$ cat src/rtl/nor_seq_pkg.sv
package nor_seq_pkg;

  typedef enum logic [3:0] {
    ST_IDLE,
    ST_UNL1,
    ST_CMD,
    ST_PROG,
    ST_BUSY,
    ST_ID,
    ST_QRY,
    ST_QRY_ID,
    ST_ER_UNL0,
    ST_ER_UNL1,
    ST_ER_CMD
  } seq_state_e;

  localparam int DEC_W = 11;

  localparam logic [7:0] C_UNLOCK_A = 8'hAA;
  localparam logic [7:0] C_UNLOCK_B = 8'h55;
  localparam logic [7:0] C_BYPASS   = 8'h20;
  localparam logic [7:0] C_ERASE    = 8'h80;
  localparam logic [7:0] C_IDREAD   = 8'h90;
  localparam logic [7:0] C_PROG     = 8'hA0;
  localparam logic [7:0] C_QUERY    = 8'h98;
  localparam logic [7:0] C_EXIT     = 8'hF0;
  localparam logic [7:0] C_CHIP     = 8'h10;
  localparam logic [7:0] C_SECT     = 8'h30;
  localparam logic [7:0] C_BYP_OFF  = 8'h00;

  localparam logic [DEC_W-1:0] QUERY_WADDR = 11'h055;

  // Query table content, computed from the index.
  function automatic logic [7:0] query_byte(input logic [DEC_W-1:0] idx,
                                            input int tab_len,
                                            input int size_log2);
    logic [7:0] b;
    b = 8'h00;
    if (int'(idx) < tab_len) begin
      case (idx)
        11'h010: b = 8'h51;
        11'h011: b = 8'h52;
        11'h012: b = 8'h59;
        11'h013: b = 8'h02;
        11'h027: b = size_log2[7:0];
        default: b = 8'h00;
      endcase
    end
    return b;
  endfunction

endpackage

$ cat src/rtl/nor_addr_decode.sv
module nor_addr_decode #(
  parameter int ADDR_W  = 13,
  parameter int SHIFT   = 1,
  parameter int WADDR_W = 12
) (
  input  logic [ADDR_W-1:0]  byte_addr,
  output logic [WADDR_W-1:0] word_addr,
  output logic [10:0]        dec_addr
);

  generate
    if (SHIFT == 0) begin : g_byte_bus
      assign word_addr = byte_addr;
    end else begin : g_wide_bus
      assign word_addr = byte_addr[ADDR_W-1:SHIFT];
    end

    if (WADDR_W >= 11) begin : g_mask
      assign dec_addr = word_addr[10:0];
    end else begin : g_pad
      assign dec_addr = {{(11-WADDR_W){1'b0}}, word_addr};
    end
  endgenerate

endmodule

$ cat src/rtl/nor_cmd_fsm.sv
module nor_cmd_fsm
  import nor_seq_pkg::*;
#(
  parameter int          DW          = 16,
  parameter int          WADDR_W     = 12,
  parameter logic [10:0] UNL0        = 11'h555,
  parameter logic [10:0] UNL1        = 11'h2AA,
  parameter int          BUSY_CYCLES = 6,
  parameter int          CNT_W       = 3
) (
  input  logic               clk,
  input  logic               rst_n,
  input  logic               bus_wr,
  input  logic               bus_rd,
  input  logic [DW-1:0]      wdata,
  input  logic [10:0]        dec_addr,
  input  logic [WADDR_W-1:0] word_addr,
  input  logic [DW-1:0]      arr_rdata,
  input  logic               ers_busy,
  output seq_state_e         state,
  output logic               bypass,
  output logic               status_b7,
  output logic               status_b6,
  output logic               arr_we,
  output logic [DW-1:0]      arr_wdata,
  output logic               ers_chip_go,
  output logic               ers_sect_go,
  output logic [WADDR_W-1:0] ers_addr
);

  logic [7:0]       cmd;
  seq_state_e       nxt_state;
  logic             nxt_bypass;
  logic             go_reset;
  logic             chip_n;
  logic             sect_n;
  logic [CNT_W-1:0] busy_cnt;
  seq_state_e       ret_state;

  assign cmd       = wdata[7:0];
  assign arr_we    = bus_wr && (state == ST_PROG);
  assign arr_wdata = arr_rdata & wdata;
  assign ret_state = bypass ? ST_CMD : ST_IDLE;

  always_comb begin
    nxt_state  = state;
    nxt_bypass = bypass;
    go_reset   = 1'b0;
    chip_n     = 1'b0;
    sect_n     = 1'b0;
    if (bus_wr) begin
      if (state == ST_PROG) begin
        nxt_state = ST_BUSY;
      end else if (state == ST_BUSY) begin
        nxt_state = state;
      end else if (cmd == C_EXIT) begin
        if (!ers_busy) begin
          if (state == ST_QRY_ID) nxt_state = ST_ID;
          else                    go_reset  = 1'b1;
        end
      end else begin
        case (state)
          ST_IDLE: begin
            if (dec_addr == QUERY_WADDR && cmd == C_QUERY) nxt_state = ST_QRY;
            else if (dec_addr == UNL0 && cmd == C_UNLOCK_A) nxt_state = ST_UNL1;
            else go_reset = 1'b1;
          end
          ST_UNL1: begin
            if (dec_addr == UNL1 && cmd == C_UNLOCK_B) nxt_state = ST_CMD;
            else go_reset = 1'b1;
          end
          ST_CMD: begin
            if (!bypass && dec_addr != UNL0) begin
              go_reset = 1'b1;
            end else begin
              case (cmd)
                C_BYPASS: nxt_bypass = 1'b1;
                C_ERASE:  nxt_state  = ST_ER_UNL0;
                C_IDREAD: nxt_state  = ST_ID;
                C_PROG:   nxt_state  = ST_PROG;
                default:  go_reset   = 1'b1;
              endcase
            end
          end
          ST_ID: begin
            if (bypass && cmd == C_BYP_OFF) go_reset = 1'b1;
            else if (dec_addr == QUERY_WADDR && cmd == C_QUERY) nxt_state = ST_QRY_ID;
            else go_reset = 1'b1;
          end
          ST_ER_UNL0: begin
            if (dec_addr == UNL0 && cmd == C_UNLOCK_A) nxt_state = ST_ER_UNL1;
            else go_reset = 1'b1;
          end
          ST_ER_UNL1: begin
            if (dec_addr == UNL1 && cmd == C_UNLOCK_B) nxt_state = ST_ER_CMD;
            else go_reset = 1'b1;
          end
          ST_ER_CMD: begin
            if (cmd == C_CHIP && dec_addr == UNL0) begin
              chip_n    = 1'b1;
              nxt_state = ret_state;
            end else if (cmd == C_SECT) begin
              sect_n    = 1'b1;
              nxt_state = ret_state;
            end else begin
              go_reset = 1'b1;
            end
          end
          default: go_reset = 1'b1;
        endcase
      end
      if (go_reset) begin
        nxt_state  = ST_IDLE;
        nxt_bypass = 1'b0;
      end
    end
    if (state == ST_BUSY && busy_cnt == '0) nxt_state = ret_state;
  end

  always_ff @(posedge clk) begin
    if (!rst_n) begin
      state       <= ST_IDLE;
      bypass      <= 1'b0;
      ers_chip_go <= 1'b0;
      ers_sect_go <= 1'b0;
      ers_addr    <= '0;
    end else begin
      state       <= nxt_state;
      bypass      <= nxt_bypass;
      ers_chip_go <= chip_n;
      ers_sect_go <= sect_n;
      if (chip_n || sect_n) ers_addr <= word_addr;
    end
  end

  always_ff @(posedge clk) begin
    if (!rst_n) begin
      status_b7 <= 1'b0;
      status_b6 <= 1'b0;
      busy_cnt  <= '0;
    end else if (arr_we) begin
      status_b7 <= ~wdata[7];
      status_b6 <= 1'b0;
      busy_cnt  <= CNT_W'(BUSY_CYCLES - 1);
    end else if (state == ST_BUSY) begin
      if (bus_rd) status_b6 <= ~status_b6;
      if (busy_cnt == '0) status_b7 <= ~status_b7;
      else                busy_cnt  <= busy_cnt - 1'b1;
    end
  end

  AST_PROG_TO_BUSY: assert property (@(posedge clk) disable iff (!rst_n)
    arr_we |=> (state == ST_BUSY));

  AST_IDLE_NO_BYPASS: assert property (@(posedge clk) disable iff (!rst_n)
    (state == ST_IDLE) |-> !bypass);

  AST_UNLOCK_FAIL: assert property (@(posedge clk) disable iff (!rst_n)
    (state == ST_IDLE && bus_wr && cmd != C_EXIT &&
     !(dec_addr == UNL0 && cmd == C_UNLOCK_A) &&
     !(dec_addr == QUERY_WADDR && cmd == C_QUERY)) |=> (state == ST_IDLE));

  AST_BYPASS_ENTRY: assert property (@(posedge clk) disable iff (!rst_n)
    $rose(bypass) |-> ($past(bus_wr) && $past(cmd) == C_BYPASS));

  AST_STATUS_TOGGLE: assert property (@(posedge clk) disable iff (!rst_n)
    (state == ST_BUSY && bus_rd) |=> (status_b6 != $past(status_b6)));

  AST_BUSY_EXIT: assert property (@(posedge clk) disable iff (!rst_n)
    (state == ST_BUSY && busy_cnt == '0) |=> (state != ST_BUSY));

  AST_STROBE_EXCL: assert property (@(posedge clk) disable iff (!rst_n)
    $onehot0({ers_chip_go, ers_sect_go}));

endmodule

$ cat src/rtl/nor_read_mux.sv
module nor_read_mux
  import nor_seq_pkg::*;
#(
  parameter int          DW        = 16,
  parameter logic [15:0] ID0       = 16'h0001,
  parameter logic [15:0] ID1       = 16'h227E,
  parameter logic [15:0] ID2       = 16'h2210,
  parameter logic [15:0] ID3       = 16'h00FF,
  parameter int          QRY_LEN   = 64,
  parameter int          SIZE_LOG2 = 13
) (
  input  logic          clk,
  input  logic          rst_n,
  input  logic          bus_rd,
  input  seq_state_e    state,
  input  logic [10:0]   dec_addr,
  input  logic [DW-1:0] arr_rdata,
  input  logic          status_b7,
  input  logic          status_b6,
  output logic [DW-1:0] rd_data,
  output logic          rd_valid
);

  localparam int IDW = (DW < 16) ? DW : 16;

  function automatic logic [DW-1:0] widen(input logic [15:0] v);
    logic [DW-1:0] r;
    r = '0;
    r[IDW-1:0] = v[IDW-1:0];
    return r;
  endfunction

  logic [DW-1:0] rd_next;

  always_comb begin
    rd_next = arr_rdata;
    case (state)
      ST_BUSY: begin
        rd_next      = '0;
        rd_next[7:0] = {status_b7, ~status_b6, 6'b0};
      end
      ST_ID: begin
        case (dec_addr)
          11'h000: rd_next = widen(ID0);
          11'h001: rd_next = widen(ID1);
          11'h002: rd_next = '0;
          11'h00E: rd_next = (ID2 == 16'h00FF) ? arr_rdata : widen(ID2);
          11'h00F: rd_next = (ID3 == 16'h00FF) ? arr_rdata : widen(ID3);
          default: rd_next = arr_rdata;
        endcase
      end
      ST_QRY, ST_QRY_ID: begin
        rd_next      = '0;
        rd_next[7:0] = query_byte(dec_addr, QRY_LEN, SIZE_LOG2);
      end
      default: rd_next = arr_rdata;
    endcase
  end

  always_ff @(posedge clk) begin
    if (!rst_n) begin
      rd_data  <= '0;
      rd_valid <= 1'b0;
    end else begin
      rd_valid <= bus_rd;
      if (bus_rd) rd_data <= rd_next;
    end
  end

  AST_RD_VALID_FOLLOWS: assert property (@(posedge clk) disable iff (!rst_n)
    bus_rd |=> rd_valid);

endmodule

$ cat src/rtl/nor_cmd_seq.sv
module nor_cmd_seq
  import nor_seq_pkg::*;
#(
  parameter int          BUS_BYTES   = 2,
  parameter int          ADDR_W      = 13,
  parameter logic [15:0] UNLOCK0     = 16'h0555,
  parameter logic [15:0] UNLOCK1     = 16'h02AA,
  parameter logic [15:0] ID0         = 16'h0001,
  parameter logic [15:0] ID1         = 16'h227E,
  parameter logic [15:0] ID2         = 16'h2210,
  parameter logic [15:0] ID3         = 16'h00FF,
  parameter int          BUSY_CYCLES = 6,
  parameter int          QRY_LEN     = 64,
  localparam int         DW          = 8 * BUS_BYTES,
  localparam int         SHIFT       = (BUS_BYTES == 4) ? 2 : ((BUS_BYTES == 2) ? 1 : 0),
  localparam int         WADDR_W     = ADDR_W - SHIFT
) (
  input  logic               clk,
  input  logic               rst_n,
  input  logic [ADDR_W-1:0]  bus_addr,
  input  logic [DW-1:0]      bus_wdata,
  input  logic               bus_wr,
  input  logic               bus_rd,
  output logic [DW-1:0]      rd_data,
  output logic               rd_valid,
  output logic [WADDR_W-1:0] arr_addr,
  input  logic [DW-1:0]      arr_rdata,
  output logic               arr_we,
  output logic [DW-1:0]      arr_wdata,
  input  logic               ers_busy,
  output logic               ers_chip_go,
  output logic               ers_sect_go,
  output logic [WADDR_W-1:0] ers_addr
);

  localparam int          CNT_W = $clog2(BUSY_CYCLES + 1);
  localparam logic [10:0] UNL0M = UNLOCK0[10:0];
  localparam logic [10:0] UNL1M = UNLOCK1[10:0];

  logic [WADDR_W-1:0] word_addr;
  logic [10:0]        dec_addr;
  seq_state_e         state;
  logic               bypass;
  logic               status_b7;
  logic               status_b6;

  assign arr_addr = word_addr;

  nor_addr_decode #(
    .ADDR_W (ADDR_W),
    .SHIFT  (SHIFT),
    .WADDR_W(WADDR_W)
  ) u_dec (
    .byte_addr(bus_addr),
    .word_addr(word_addr),
    .dec_addr (dec_addr)
  );

  nor_cmd_fsm #(
    .DW         (DW),
    .WADDR_W    (WADDR_W),
    .UNL0       (UNL0M),
    .UNL1       (UNL1M),
    .BUSY_CYCLES(BUSY_CYCLES),
    .CNT_W      (CNT_W)
  ) u_fsm (
    .clk        (clk),
    .rst_n      (rst_n),
    .bus_wr     (bus_wr),
    .bus_rd     (bus_rd),
    .wdata      (bus_wdata),
    .dec_addr   (dec_addr),
    .word_addr  (word_addr),
    .arr_rdata  (arr_rdata),
    .ers_busy   (ers_busy),
    .state      (state),
    .bypass     (bypass),
    .status_b7  (status_b7),
    .status_b6  (status_b6),
    .arr_we     (arr_we),
    .arr_wdata  (arr_wdata),
    .ers_chip_go(ers_chip_go),
    .ers_sect_go(ers_sect_go),
    .ers_addr   (ers_addr)
  );

  nor_read_mux #(
    .DW       (DW),
    .ID0      (ID0),
    .ID1      (ID1),
    .ID2      (ID2),
    .ID3      (ID3),
    .QRY_LEN  (QRY_LEN),
    .SIZE_LOG2(ADDR_W)
  ) u_rmux (
    .clk      (clk),
    .rst_n    (rst_n),
    .bus_rd   (bus_rd),
    .state    (state),
    .dec_addr (dec_addr),
    .arr_rdata(arr_rdata),
    .status_b7(status_b7),
    .status_b6(status_b6),
    .rd_data  (rd_data),
    .rd_valid (rd_valid)
  );

endmodule

$ cat config.mk
export PLATFORM = sky130hd
export DESIGN_NAME = nor_cmd_seq
export DESIGN_NICKNAME = d
export VERILOG_FILES = /design/src/rtl/nor_seq_pkg.sv /design/src/rtl/nor_addr_decode.sv /design/src/rtl/nor_cmd_fsm.sv /design/src/rtl/nor_read_mux.sv /design/src/rtl/nor_cmd_seq.sv
export SDC_FILE = /design/constraint.sdc
export NUM_CORES = 1
export LEC_CHECK = 0
export ABC_AREA = 1
export BUFFER_PORTS_ARGS = -buffer_cell sky130_fd_sc_hd__buf_2
export CORE_AREA = 3 3 81 83
export CTS_CLUSTER_DIAMETER = 120
export DETAILED_ROUTE_END_ITERATION = 16
export DIE_AREA = 0 0 84 86
export MAX_ROUTING_LAYER = met4
export PLACE_DENSITY = 0.85
export SETUP_SLACK_MARGIN = 0.02
export SYNTH_ARGS = -nofsm -noshare
export SYNTH_HDL_FRONTEND = slang
export SYNTH_SLANG_ARGS = --single-unit
$ cat constraint.sdc
create_clock -name clk -period 1.8 [get_ports clk]
set_input_delay 0.27 -clock clk [delete_from_list [all_inputs] [get_ports clk]]
set_output_delay 0.27 -clock clk [all_outputs]
set_load 0.02 [all_outputs]
==> out/results.txt <==
Clock buffer depth: 2
Failing checks: negative setup slack
Status: complete, but fails checks
Peak supply drop: 0.617 mV
Seq/Total Area, Yosys: 0.289
Yosys cell types: 35
Worst Clk Skew: 10.2 ps
Die area: 7220 µm²
I/O Buffers: 108
Combinational Power Share: 0.551
Delay-heaviest family, CP: simple AND/OR/NAND/NOR gates
Crit end category: output port
Vias/cell: 5.44
Ys Warns: 0
Placer Congestion: 0.977
P_int: 2.55 mW
Worst hold slack: 182 ps
Unrepaired setup endpoints after global routing: yes
Max-slew violations: 0
Post-Place Cells: 699
CTS HTree Levels: 2
Highest clock rate: 0.544 GHz
Layout cell share with drive strength beyond 1: 0.396
Worst slew pin tran: 695 ps
Core box area: 5920 µm²
Residual DRC count: 0
Reg clk slew, reported paths: 100 ps
# rows: 28
Post-route ant nets: 0
Switching pwr: 2.04 mW
Type of the worst min-delay path: input port to flop
Rel. slew slack: 0.536
Sequential share of power: 0.240
Avg Cell Area, Syn: 6.12 µm²
CP Launch Type: flop
Cell Chain, Critical Path: nor2_1 -> inv_2 -> nor3_4 -> buf_6 -> nand2_1 -> inv_1 -> buf_2
Iter 0 DRT Violations: 516
Leakage power total: 2.35 nW
Final number of hold-violating endpoints: 0
Layout-stage area growth over the synthesis result: 49.9%
Max stage delay cell, worst path: dfxtp_2
GRT overflow: 0
N_diodes: 0
Effective utilization at floorplan: 0.480
Clock network power share: 0.210
Pwr dens: 1080 nW/µm²
CTS tree: done
Pwr Total: 4.59 mW
Tot GR Track Use: 0.258
CTS hold repair buffers: 0
Crit path max fanout: 4
First-pass GRT wire length: 15.0 mm
Non-Filler Instances: 717
WS Path Type: flop to output port
Fin area: 4260 µm²
CTS buffer count: 5
WP data required: 1530 ps
Die W: 84 µm
Max-cap violations: 0
Drt wl/cell: 14.8 µm
Post-Place Cell Area: 3910 µm²
I/O Pins: 110
Final Cycle Share: 1.02
Post-synthesis cell area: 2840 µm²
Clock root buffer master: clkbuf_8
Die Y-Extent: 86 µm
CP arrival: 1570 ps
CP Buf/Inv Count: 4
Post-DP HPWL: 7.07 mm
Clock sinks: 41
Initial antenna violation count: 0
Vias in the first global route: 3409
Setup ws final: -37.1 ps
Largest net degree at the start of global routing: 24
Nets: 693
Switching part of the total power: 0.445
Final setup violating endpoints: 6
Synthesized instance count: 465
Syn Nets: 517
Flops & latches, synth: 41
Period minus WS final: 1840 ps
Vias: 3902
Pre-antenna DRT Iters: 8
Worst-skew pair later-pin latency: 320 ps
Drt total wl: 10.6 mm
CP peak stage delay: 350 ps
==> placed cells by master (no fill, tap or decap), types with 6 or more instances in the layout <==
master	n
a21oi_1	32
inv_1	61
a21oi_2	6
nand2_1	109
nor2_1	60
o21ai_1	11
o21ai_0	19
buf_2	108
dfxtp_1	37
nor2_2	9
nand4_1	7
nand3_1	30
inv_2	11
buf_4	77
==> cells in the mapped netlist (all sizes together) <==
cell type  number  area share
xor2            2      0.0062
dfxtp          41        0.29
nand3          33       0.062
clkinv          1      0.0031
a21boi          1      0.0026
nand2         116        0.16
nor4            1      0.0075
nand3b          1      0.0026
nor3            7       0.016
o211ai          5       0.013
nand4          11       0.033
o21ai          31       0.056
buf            16       0.040
a31oi           3      0.0066
and3            1      0.0022
o221ai          1      0.0031
o2111ai         1      0.0031
nor2           72        0.11
clkbuf          7      0.0092
inv            73       0.096
a21oi          39       0.069
ha              2      0.0088
==> registers in the layout, indices dropped and copies added, names as in the netlist <==
signal / flops
u_fsm.ers_chip_go: 1
u_fsm.busy_cnt: 3
u_rmux.rd_data: 16
u_rmux.rd_valid: 1
u_fsm.status_b7: 1
u_fsm.status_b6: 1
u_fsm.ers_sect_go: 1
u_fsm.bypass: 1
u_fsm.state: 4
u_fsm.ers_addr: 12
==> routing by layer <==
metal | vias to the layer above | GRT usage | wire length [µm]
met5 | - | - | 0
met4 | 0 | 0.0921 | 337
met3 | 37 | 0.0355 | 882
met2 | 239 | 0.454 | 5390
met1 | 1799 | 0.300 | 4030
li1 | 1827 | - | -
==> through the flow <==
stage | TNS [ps] | util | setup slack [ps]
6_report | -120 | 0.720 | -37.1
5_1_grt | -1190 | 0.720 | -157
4_1_cts | 0 | 0.689 | 19.3
3_5_place_dp | -987 | 0.660 | -189
3_3_place_gp | -524 | 0.660 | -102
2_1_floorplan | 0 | - | 211
==> logic make-up (layout without fill, tap and decap cells) <==
| kind of cell | count (synthesis) | after routing | share of synthesized area |
|---|---|---|---|
| compound gates | 81 | 81 | 0.153 |
| fa+ha+maj | 2 | 2 | 0.00880 |
| flops | 41 | 41 | 0.289 |
| buf+inv | 97 | 274 | 0.149 |
| xor+xnor | 2 | 2 | 0.00616 |
| simple gates | 242 | 242 | 0.394 |
==> final cells by class <==
| type | instances | area (µm²) |
|---|---|---|
| clock buffer | 5 | 68.8 |
| clock inverter | 3 | 68.8 |
| fill | 437 | 1660 |
| inverter | 74 | 285 |
| multi-input combinational | 327 | 1690 |
| sequential | 41 | 828 |
| tap | 75 | 93.8 |
| timing repair buffer | 192 | 1230 |
==> power by group through the flow <==
stage	Sequential (mW)	Clock, mW	Combinational, mW
floorplan	1.14	0	1.38
global placement	1.09	0	2.07
detailed placement	1.09	0	2.12
CTS	1.08	0.945	2.21
global route	1.11	0.996	2.72
finish	1.10	0.961	2.53
==> worst min-delay path, cell delays in order <==
cell     delay, ps
buf_2           90
a21oi_1         40
nor2_1          70
==> what timing repair did <==
item                                    in CTS  in global routing
endpoints found under the setup margin       4                 21
hold endpoints to repair                     0                  0
setup buffers                                2                  5
cloned                                       0                  3
pin swaps                                    4                 18
gates resized for setup                      6                 28
==> worst paths after layout <==
| kind | startpoint | slack [ps] | depth (start not counted) | endpoint |
|---|---|---|---|---|
| max | u_fsm.state[2]$_SDFFE_PN0P_ | -40 | 7 | arr_we |
| min | bus_addr[12] | 180 | 3 | u_fsm.ers_addr[11]$_SDFFE_PN0P_ |
| max reg2reg | u_fsm.state[1]$_SDFFE_PN0P_ | -30 | 12 | u_fsm.state[1]$_SDFFE_PN0P_ |
| min reg2reg | u_rmux.rd_data[6]$_SDFFE_PN0P_ | 470 | 2 | u_rmux.rd_data[6]$_SDFFE_PN0P_ |
Note: power is estimated with default switching activity, not from simulation.
